===== src/rtl/dma_arb_pkg.sv =====
// Package: shared types for the DMA burst arbiter.
// Assumes: used by dma_burst_arbiter and its sub-blocks only.
package dma_arb_pkg;

    // Source of the grant chosen when the grant slot is free
    typedef enum logic [1:0] {
        SRC_NONE   = 2'd0,
        SRC_RESUME = 2'd1,
        SRC_HIPRI  = 2'd2,
        SRC_ROTATE = 2'd3
    } grant_src_e;

endpackage


===== src/rtl/dma_arb_rr_pick.sv =====
// Module: dma_arb_rr_pick
// Finds the first set bit of `elig`, starting at index `start` and wrapping.
// Assumes: start < NUM_CH. Purely combinational.
module dma_arb_rr_pick #(
    parameter int NUM_CH = 6,
    localparam int IDX_W = (NUM_CH > 1) ? $clog2(NUM_CH) : 1
) (
    input  logic [NUM_CH-1:0] elig,
    input  logic [IDX_W-1:0]  start,
    output logic              hit,
    output logic [IDX_W-1:0]  sel
);

    // Scan offsets from far to near so the nearest eligible index wins
    always_comb begin : scan
        int j;
        hit = 1'b0;
        sel = '0;
        for (int k = NUM_CH - 1; k >= 0; k--) begin
            j = (int'(start) + k) % NUM_CH;
            if (elig[j]) begin
                hit = 1'b1;
                sel = IDX_W'(j);
            end
        end
    end

endmodule


===== src/rtl/dma_arb_prio_reset.sv =====
// Module: dma_arb_prio_reset
// Holds a deferred priority-reset request. A write of 1 sets it. A write of 0
// does nothing. It clears when the arbiter reloads its pointer.
// Assumes: a new write in the reload cycle wins over the clear.
module dma_arb_prio_reset (
    input  logic clk,
    input  logic rst_n,
    input  logic wr,
    input  logic wdata,
    input  logic reload,
    output logic pending
);

    // Pending flag: set on write-one, cleared on reload
    always_ff @(posedge clk) begin
        if (!rst_n)
            pending <= 1'b0;
        else if (wr && wdata)
            pending <= 1'b1;
        else if (reload)
            pending <= 1'b0;
    end

endmodule


===== src/rtl/dma_burst_arbiter.sv =====
// Module: dma_burst_arbiter
// Grants one DMA channel's burst at a time. It rotates among enabled,
// requesting channels, with an optional pre-emptive high-priority channel 1
// and a deferred restart of the rotation.
// Assumes: burst_done and word_done refer to the currently granted channel.
// Grant bit i is channel i+1.
module dma_burst_arbiter #(
    parameter int NUM_CH = 6,
    localparam int IDX_W = (NUM_CH > 1) ? $clog2(NUM_CH) : 1
) (
    input  logic              clk,
    input  logic              rst_n,
    input  logic [NUM_CH-1:0] ch_enable,
    input  logic [NUM_CH-1:0] ch_request,
    input  logic              hi_pri_ch1,
    input  logic              prio_reset_wr,
    input  logic              prio_reset_wdata,
    input  logic              word_done,
    input  logic              burst_done,
    output logic [NUM_CH-1:0] grant,
    output logic              prio_reset_rdata
);
    import dma_arb_pkg::*;

    localparam logic [IDX_W-1:0] LAST_IDX  = IDX_W'(NUM_CH - 1);
    localparam logic [IDX_W-1:0] FIRST_IDX = '0;
    localparam logic [IDX_W-1:0] HI_START  = IDX_W'(1);

    logic              act_v;
    logic [IDX_W-1:0]  act_ch;
    logic              susp_v;
    logic [IDX_W-1:0]  susp_ch;
    logic [IDX_W-1:0]  rr_ptr;
    logic              prio_pend;

    logic [NUM_CH-1:0] elig;
    logic [NUM_CH-1:0] rr_elig;
    logic              rr_hit;
    logic [IDX_W-1:0]  rr_sel;
    logic [IDX_W-1:0]  rr_next;
    logic              slot_free;
    logic              preempt;
    logic              reload;
    grant_src_e        src;

    // Eligibility: enabled and requesting; channel 1 leaves the rotation in high-priority mode
    always_comb begin
        elig    = ch_enable & ch_request;
        rr_elig = elig & {{(NUM_CH-1){1'b1}}, ~hi_pri_ch1};
    end

    dma_arb_rr_pick #(.NUM_CH(NUM_CH)) u_pick (
        .elig  (rr_elig),
        .start (rr_ptr),
        .hit   (rr_hit),
        .sel   (rr_sel)
    );

    dma_arb_prio_reset u_prst (
        .clk     (clk),
        .rst_n   (rst_n),
        .wr      (prio_reset_wr),
        .wdata   (prio_reset_wdata),
        .reload  (reload),
        .pending (prio_pend)
    );

    // Pointer value after a rotation grant: the channel after the granted one, wrapping
    always_comb rr_next = (rr_sel == LAST_IDX) ? FIRST_IDX : rr_sel + 1'b1;

    // Grant decision: resume, then reset drain, then channel 1, then rotation
    always_comb begin
        slot_free = !act_v || burst_done;
        src       = SRC_NONE;
        reload    = 1'b0;
        if (slot_free) begin
            if (susp_v)
                src = SRC_RESUME;
            else if (prio_pend)
                reload = 1'b1;
            else if (hi_pri_ch1 && elig[0])
                src = SRC_HIPRI;
            else if (rr_hit)
                src = SRC_ROTATE;
        end
        preempt = !slot_free && hi_pri_ch1 && (act_ch != FIRST_IDX) && word_done
                  && elig[0] && !prio_pend && !susp_v;
    end

    // Arbitration state: active grant, suspended burst and rotation pointer
    always_ff @(posedge clk) begin
        if (!rst_n) begin
            act_v   <= 1'b0;
            act_ch  <= '0;
            susp_v  <= 1'b0;
            susp_ch <= '0;
            rr_ptr  <= FIRST_IDX;
        end else if (preempt) begin
            susp_v  <= 1'b1;
            susp_ch <= act_ch;
            act_ch  <= FIRST_IDX;
        end else if (slot_free) begin
            unique case (src)
                SRC_RESUME: begin
                    act_v  <= 1'b1;
                    act_ch <= susp_ch;
                    susp_v <= 1'b0;
                end
                SRC_HIPRI: begin
                    act_v  <= 1'b1;
                    act_ch <= FIRST_IDX;
                end
                SRC_ROTATE: begin
                    act_v  <= 1'b1;
                    act_ch <= rr_sel;
                    rr_ptr <= rr_next;
                end
                default: act_v <= 1'b0;
            endcase
            if (reload)
                rr_ptr <= hi_pri_ch1 ? HI_START : FIRST_IDX;
        end
    end

    // One-hot grant decode from the active channel index
    for (genvar i = 0; i < NUM_CH; i++) begin : g_grant
        assign grant[i] = act_v && (act_ch == IDX_W'(i));
    end

    // The priority-reset control is write-only in effect
    assign prio_reset_rdata = 1'b0;

endmodule


===== config.mk =====
export PLATFORM = sky130hd
export DESIGN_NAME = dma_burst_arbiter
export DESIGN_NICKNAME = d
export VERILOG_FILES = /design/src/rtl/dma_arb_pkg.sv /design/src/rtl/dma_arb_rr_pick.sv /design/src/rtl/dma_arb_prio_reset.sv /design/src/rtl/dma_burst_arbiter.sv
export SDC_FILE = /design/constraint.sdc
export NUM_CORES = 1
export LEC_CHECK = 0
export BUFFER_PORTS_ARGS = -buffer_cell sky130_fd_sc_hd__buf_4
export CORE_MARGIN = 4
export CORE_UTILIZATION = 50
export CTS_BUF_LIST = sky130_fd_sc_hd__clkbuf_2 sky130_fd_sc_hd__clkbuf_4 sky130_fd_sc_hd__clkbuf_8
export DETAILED_ROUTE_END_ITERATION = 6
export PLACE_DENSITY = 0.71
export SETUP_SLACK_MARGIN = 0.1
export SLEW_MARGIN = 5
export SYNTH_ARGS = -nofsm -noshare
export SYNTH_HDL_FRONTEND = slang
export SYNTH_SLANG_ARGS = --single-unit

===== constraint.sdc =====
create_clock -name clk -period 7 [get_ports clk]
set_input_delay 0.7 -clock clk [delete_from_list [all_inputs] [get_ports clk]]
set_output_delay 0.7 -clock clk [all_outputs]
set_load 0.02 [all_outputs]

==> flow_summary_export.csv, run 1 <==
group,metric,value,unit
global_route,global_route.usage.total,0.2028,
floorplan,die_h,65.56,microns
setup_path,cp_class,"reg2reg",
global_route,groute.layer.met1.usage,0.3030,
setup_path,critical_path.startpoint_type,"flip-flop",
clock_tree,clock_path_buffers,2,
yosys,synthArstFlopShare,0,
yosys,synth.net_count,252,
yosys,synthDominantCellAreaShare,0.1450,
yosys,synth_enable_flop_cells,0,
routing,drt_iter0_markers,174,
floorplan,floorplan.rows,20,
setup_path,ff2ff_setup_slack,2.73,ns
global_route,largest_net_degree_at_the_start_of_global_routing,25,
sta,timing_hold_violations_final,0,
routing,detail_route.wirelength,4.126,mm
finish,nFillCells,315,
sta,setup_viol_count_final,0,
global_route,grt-busiest-layer,"met1",
clock_tree,total_clock_buffers_created_by_cts,3,
finish,layout-area-overhead-vs-synth,12.84,%
finish,antenna-diode-count,0,
clock_tree,tritoncts_num_sinks,12,
routing,post_drt_wl_per_cell,14.48,microns
floorplan,fp.dieW,65.56,microns
clock_tree,tritoncts,"built",
yosys,synth_top_area_cell,"sky130_fd_sc_hd__dfxtp_1",
setup_path,timing.critical_path.to_type,"flip-flop",
routing,drc_errors,0,
yosys,postSynthCellCount,223,
clock_tree,post-cts-setup-buffers,0,
clock_tree,clkLatencyLatePin,0.27,ns
power_and_ir_drop,max-vdd-ir-drop,203.6,uV
finish,final_nets,271,
setup_path,cp_data_required_time,7.21,ns
global_route,grt_first_pass_wirelength,7.065,mm
floorplan,core-area,3103,sq um
yosys,post_syn_area,1657,sq um
sta,post-route-min-period,4.267,ns
sta,rsz0062_at_grt,"false",
clock_tree,cts_hold_repair.buffers,0,
clock_tree,post_cts_resize_count,0,
sta,final_max_slew_viol_count,0,
setup_path,critPathMaxFanout,24,
sta,final_period_util,0.6096,
power_and_ir_drop,power-per-cell-area,401.7,nW/um^2
yosys,netlist-cell-type-count,62,
sta,fmax,0.2343,GHz
routing,detail-route-antenna-nets,0,
global_route,first_global_vias,1553,
floorplan,die_area,4298,sq um
place,dpl.hpwl,3.189,mm
sta,finClkSkew,0.004608,ns
yosys,synth_area_leaders,"sky130_fd_sc_hd__dfxtp_1 (15%), sky130_fd_sc_hd__ha_1 (7.6%), sky130_fd_sc_hd__nand2_1 (6.3%), sky130_fd_sc_hd__nand3_1 (5.4%), sky130_fd_sc_hd__a21oi_1 (4.2%)",
finish,layout-drive-gt1-share,0.1618,
place,port_buf_inserts,24,
routing,vias,1724,
routing,drt_pre_antenna_iters,4,
floorplan,initial_core_util,0.5339,
status,status,"complete, no violations",
setup_path,cp.arrival,4.48,ns
global_route,grt_overflow,0,
sta,timing_worst_slew_pin_value,0.7687,ns
power_and_ir_drop,power.leakage,0.8179,nW
yosys,yosys.cell_count.top_type,"sky130_fd_sc_hd__nand2_1",
routing,viasPerCell,6.049,
clock_tree,clk_pin_slew,0.07,ns
global_route,met2_grt_util,0.2984,
global_route,grt_antenna_before_repair,0,
place,place.gp.congestion,0.8565,
sta,timing.slew.headroom,0.4868,
floorplan,total_i_o_pin_count,26,
yosys,postSynthRegisterBits,12,
run,drv.max_cap_violation_count,0,
power_and_ir_drop,total_power,751.0,uW
clock_tree,cts.htree.levels,1,
clock_tree,clock-root-buffer,"sky130_fd_sc_hd__clkbuf_4",
yosys,postSynth.topFlopCell,"sky130_fd_sc_hd__dfxtp_1",
sta,finalSetupTns,0,ns
yosys,ys_warn_count,0,
yosys,yosysSeqAreaShare,0.1450,
yosys,commonest_cells_in_the_netlist,"sky130_fd_sc_hd__nand2_1 (28), sky130_fd_sc_hd__nand3_1 (18), sky130_fd_sc_hd__a21oi_1 (14), sky130_fd_sc_hd__dfxtp_1 (12)",
global_route,grt.met3_usage,0.04786,
hold_path,worst_hold_path_type,"reg2reg",
yosys,syn-mean-instance-area,7.429,sq um
-- cells in the final DEF (no fill, tap or decap), types with 3 or more instances in the layout --
| master | n |
|---|---|
| sky130_fd_sc_hd__a211oi_1 | 3 |
| sky130_fd_sc_hd__a21boi_0 | 3 |
| sky130_fd_sc_hd__a21o_1 | 3 |
| sky130_fd_sc_hd__a21oi_1 | 14 |
| sky130_fd_sc_hd__a31oi_1 | 5 |
| sky130_fd_sc_hd__a32oi_1 | 3 |
| sky130_fd_sc_hd__and2_1 | 3 |
| sky130_fd_sc_hd__buf_4 | 24 |
| sky130_fd_sc_hd__clkbuf_4 | 3 |
| sky130_fd_sc_hd__dfxtp_1 | 12 |
| sky130_fd_sc_hd__ha_1 | 10 |
| sky130_fd_sc_hd__inv_1 | 9 |
| sky130_fd_sc_hd__mux2i_1 | 5 |
| sky130_fd_sc_hd__nand2_1 | 28 |
| sky130_fd_sc_hd__nand2b_1 | 6 |
| sky130_fd_sc_hd__nand3_1 | 18 |
| sky130_fd_sc_hd__nand3b_1 | 4 |
| sky130_fd_sc_hd__nor2_1 | 7 |
| sky130_fd_sc_hd__nor2b_1 | 10 |
| sky130_fd_sc_hd__nor3_1 | 10 |
| sky130_fd_sc_hd__o2111ai_1 | 3 |
| sky130_fd_sc_hd__o211ai_1 | 3 |
| sky130_fd_sc_hd__o21a_1 | 4 |
| sky130_fd_sc_hd__o21ai_0 | 10 |
-- worst paths after layout --
check        cells after the start       start         to
max                             12   rr_ptr[0]  rr_ptr[2]
min                              2  susp_ch[0]  act_ch[0]
max reg2reg                     12   rr_ptr[0]  rr_ptr[2]
min reg2reg                      2  susp_ch[0]  act_ch[0]
-- worst max-delay path, stage by stage (launching register included) --
cell and delay [ns]:
sky130_fd_sc_hd__dfxtp_1 0.82, sky130_fd_sc_hd__ha_1 0.47, sky130_fd_sc_hd__xor2_2 0.23, sky130_fd_sc_hd__inv_1 0.12
sky130_fd_sc_hd__ha_1 0.30, sky130_fd_sc_hd__nand3b_2 0.22, sky130_fd_sc_hd__and3_4 0.20, sky130_fd_sc_hd__or3b_1 0.38
sky130_fd_sc_hd__o31a_1 0.37, sky130_fd_sc_hd__a2111oi_4 0.45, sky130_fd_sc_hd__nand3_1 0.20, sky130_fd_sc_hd__mux2_4 0.32
sky130_fd_sc_hd__a21boi_2 0.12
-- flip-flops by register name, indices dropped and copies added, names as in the netlist --
| name | flops |
|---|---|
| act_v | 1 |
| rr_ptr | 3 |
| susp_ch | 3 |
| susp_v | 1 |
| u_prst.pending | 1 |
| act_ch | 3 |
-- metrics by stage --
step	area (sq um)	setup WS (ns)	utilization	hold WS, ns	instances
6_report	1869	2.733	0.6024	0.4934	285
5_1_grt	1869	2.446	0.6024	0.5386	285
4_1_cts	1869	2.741	0.6024	0.4900	285
3_5_place_dp	1833	2.767	0.5907	0.4724	281
3_3_place_gp	1833	2.855	0.5907	0.4804	281
2_1_floorplan	1657	3.493	-	0.4575	223
-- logic make-up after synthesis --
kind of cell | after synthesis | share of synthesized area
and+or+nand+nor | 96 | 0.3036
AOI/OAI and AO/OA | 73 | 0.3369
buffers and inverters | 20 | 0.05816
DFF | 12 | 0.1450
adders and majority gates | 10 | 0.07553
muxes | 7 | 0.05287
xor gates and xnor gates | 4 | 0.02569
other | 1 | 0.002264
-- cell type report --
type | instances | area, sq um | area share
clock buffer | 4 | 36.28 | 0.01941
inverter | 10 | 37.54 | 0.02008
multi-input combinational | 191 | 1320 | 0.7062
timing repair buffer | 24 | 180.2 | 0.09639
sequential | 12 | 240.2 | 0.1285
tap | 44 | 55.05 | 0.02945
-- report_power, final --
part           internal (mW)  switching (mW)
registers             0.0842          0.0452
logic                  0.248           0.320
clock network         0.0316          0.0224
-- metal layers --
layer,wire (microns),share of wire
met3,296,0.072
met1,2144,0.52
met2,1652,0.40
met4,33,0.0080
met5,0,0
No activity file was read; power rests on OpenSTA's default activity.
==> run 2, diff against run 1 <==
PLACE_DENSITY = 0.74   (was 0.71)
clock period = 3.62 ns   (was 7 ns; I/O delays follow)
==> run 2 against run 1 <==
Critical path depth increased by 1. Critical endpoint unchanged. Global-route usage increased by 1.8 points. First-iteration DRC count increased by 17%. Hold slack got worse by 0.15 ns. Total power increased by 120%. Fmax increased by 25%. Largest cell class unchanged. Clock skew decreased by 0.0018 ns. Combinational power increased by 140%. Sequential share of layout area decreased by 0.79 points. Register-to-register slack got worse by 2.5 ns. Routed wire length increased by 7.8%. Die area unchanged.
==> flow_summary_export.csv, run 2 (synthesis results as in run 1) <==
group,metric,value,unit
status,status,"complete, no violations",
routing,drt_pre_antenna_iters,4,
sta,fmax,0.2921,GHz
clock_tree,total_clock_buffers_created_by_cts,3,
clock_tree,tritoncts_num_sinks,12,
hold_path,hold-path-cell-count,3,
finish,commonest_non_fill_non_tap_cell_in_the_layout,"sky130_fd_sc_hd__buf_4",
floorplan,die_h,65.56,microns
floorplan,total_i_o_pin_count,26,
floorplan,die_area,4298,sq um
sta,timing_worst_slew_pin_value,0.6740,ns
finish,layout-drive-gt1-share,0.2548,
setup_path,cp.arrival,3.64,ns
floorplan,floorplan.rows,20,
setup_path,reg2reg_from,"rr_ptr[1]",
setup_path,cp_class,"reg2reg",
sta,timing.slew.headroom,0.5459,
place,place.gp.congestion,0.9143,
routing,post_drt_wl_per_cell,14.67,microns
place,dpl.hpwl,3.466,mm
sta,worst_hold_slack,0.3479,ns
finish,top_regs,"act_ch (3), rr_ptr (3), susp_ch (3)",
routing,drc_errors,0,
routing,drt_iter0_markers,204,
clock_tree,tritoncts,"built",
routing,viasPerCell,5.937,
finish,final_cell_mix,"sky130_fd_sc_hd__buf_4 (40), sky130_fd_sc_hd__nand2_1 (28), sky130_fd_sc_hd__nand3_1 (18)",
power_and_ir_drop,max-vdd-ir-drop,532.7,uV
setup_path,timing.rr.end,"rr_ptr[2]",
power_and_ir_drop,power.leakage,0.9181,nW
sta,setup_viol_count_final,0,
global_route,global_route.usage.total,0.2212,
setup_path,critical_path.startpoint_type,"flip-flop",
run,drv.max_cap_violation_count,0,
setup_path,critPathMaxFanout,6,
setup_path,timing.critical_path.to_type,"flip-flop",
setup_path,ff2ff_setup_slack,0.20,ns
sta,timing_hold_violations_final,0,
routing,vias,1799,
clock_tree,clock_path_buffers,2,
routing,detail_route.wirelength,4.446,mm
global_route,grt_first_pass_wirelength,7.500,mm
sta,final_max_slew_viol_count,0,
clock_tree,clk_pin_slew,0.08,ns
power_and_ir_drop,total_power,1.677,mW
global_route,grt_antenna_before_repair,0,
sta,finalSetupTns,0,ns
sta,post-route-min-period,3.423,ns
global_route,largest_net_degree_at_the_start_of_global_routing,15,
sta,final_period_util,0.9456,
clock_tree,cts.htree.levels,1,
hold_path,worst_hold_path_type,"in2reg",
setup_path,r2r_cells,13,
finish,nFillCells,277,
setup_path,cp_data_required_time,3.84,ns
clock_tree,clock-root-buffer,"sky130_fd_sc_hd__clkbuf_4",
finish,final_nets,289,
floorplan,fp.dieW,65.56,microns
global_route,grt_overflow,0,
sta,finClkSkew,0.002798,ns
global_route,first_global_vias,1640,
place,port_buf_inserts,24,
power_and_ir_drop,power-per-cell-area,820.8,nW/um^2
hold_path,hold_path_startpoint,"prio_reset_wdata",
hold_path,hold-path-endpoint,"u_prst.pending",
sta,rsz0062_at_grt,"false",
finish,antenna-diode-count,0,
floorplan,core-area,3103,sq um
floorplan,initial_core_util,0.5339,
finish,layout-area-overhead-vs-synth,23.34,%
clock_tree,clkLatencyLatePin,0.28,ns
clock_tree,cts_hold_repair.buffers,0,
routing,detail-route-antenna-nets,0,
run 2: layer usage:
metal	vias up	track usage	wire [microns]
li1	915	-	-
met3	5	0.02564	244
met4	0	0.06218	39
met2	59	0.3603	2102
met1	820	0.3057	2059
met5	-	0	0
run 2: critical path, cell delays in order, from the launching register on:
cell and delay, ns:
sky130_fd_sc_hd__dfxtp_4 0.38, sky130_fd_sc_hd__ha_2 0.20, sky130_fd_sc_hd__xor2_2 0.18, sky130_fd_sc_hd__inv_2 0.08, sky130_fd_sc_hd__ha_1 0.28, sky130_fd_sc_hd__nand3b_2 0.22, sky130_fd_sc_hd__xor2_1 0.15, sky130_fd_sc_hd__a22o_1 0.22
sky130_fd_sc_hd__o21a_1 0.19, sky130_fd_sc_hd__o31a_1 0.35, sky130_fd_sc_hd__a2111oi_4 0.50, sky130_fd_sc_hd__nand3_1 0.18, sky130_fd_sc_hd__mux2_4 0.30, sky130_fd_sc_hd__a21boi_2 0.12
run 2: repair_timing:
action / 4_1_cts / 5_1_grt
buffers inserted: 0 / 5
setup endpoints to repair: 2 / 6
resized for setup: 1 / 12
pin swaps: 1 / 8
run 2: cell type report:
class / count / area [sq um] / area share
flip-flops and latches: 12 / 246.5 / 0.1206
clock buffers: 4 / 36.28 / 0.01776
inverters: 10 / 37.54 / 0.01837
repair buffers: 42 / 322.8 / 0.1580
well taps: 44 / 55.05 / 0.02694
multi-input cells: 191 / 1345 / 0.6583
run 2: power breakdown:
part | switching [mW] | leakage (nW) | internal, mW | total (mW)
combinational | 0.722 | 0.798 | 0.637 | 1.36
sequential | 0.0417 | 0.0994 | 0.166 | 0.208
clock | 0.0490 | 0.0210 | 0.0613 | 0.110
run 2: worst max-delay path by stage:
stage                   start         to  slack [ns]  cells past startpoint
floorplan           rr_ptr[1]  rr_ptr[2]        0.11                     12
global placement    rr_ptr[1]  rr_ptr[1]        0.18                     12
detailed placement  rr_ptr[1]  rr_ptr[2]        0.07                     12
CTS                 rr_ptr[1]  rr_ptr[2]        0.12                     12
global route        rr_ptr[0]  rr_ptr[2]        0.07                     16
finish              rr_ptr[1]  rr_ptr[2]        0.20                     13
run 2: per-stage QoR:
| stage | utilization | std cells | worst slack, ns | instance area (sq um) |
|---|---|---|---|---|
| 2_1_floorplan | - | 223 | 0.1130 | 1657 |
| 3_3_place_gp | 0.6222 | 294 | 0.1806 | 1931 |
| 3_5_place_dp | 0.6222 | 294 | 0.06992 | 1931 |
| 4_1_cts | 0.6343 | 298 | 0.1164 | 1968 |
| 5_1_grt | 0.6585 | 303 | 0.06927 | 2043 |
| 6_report | 0.6585 | 303 | 0.1968 | 2043 |
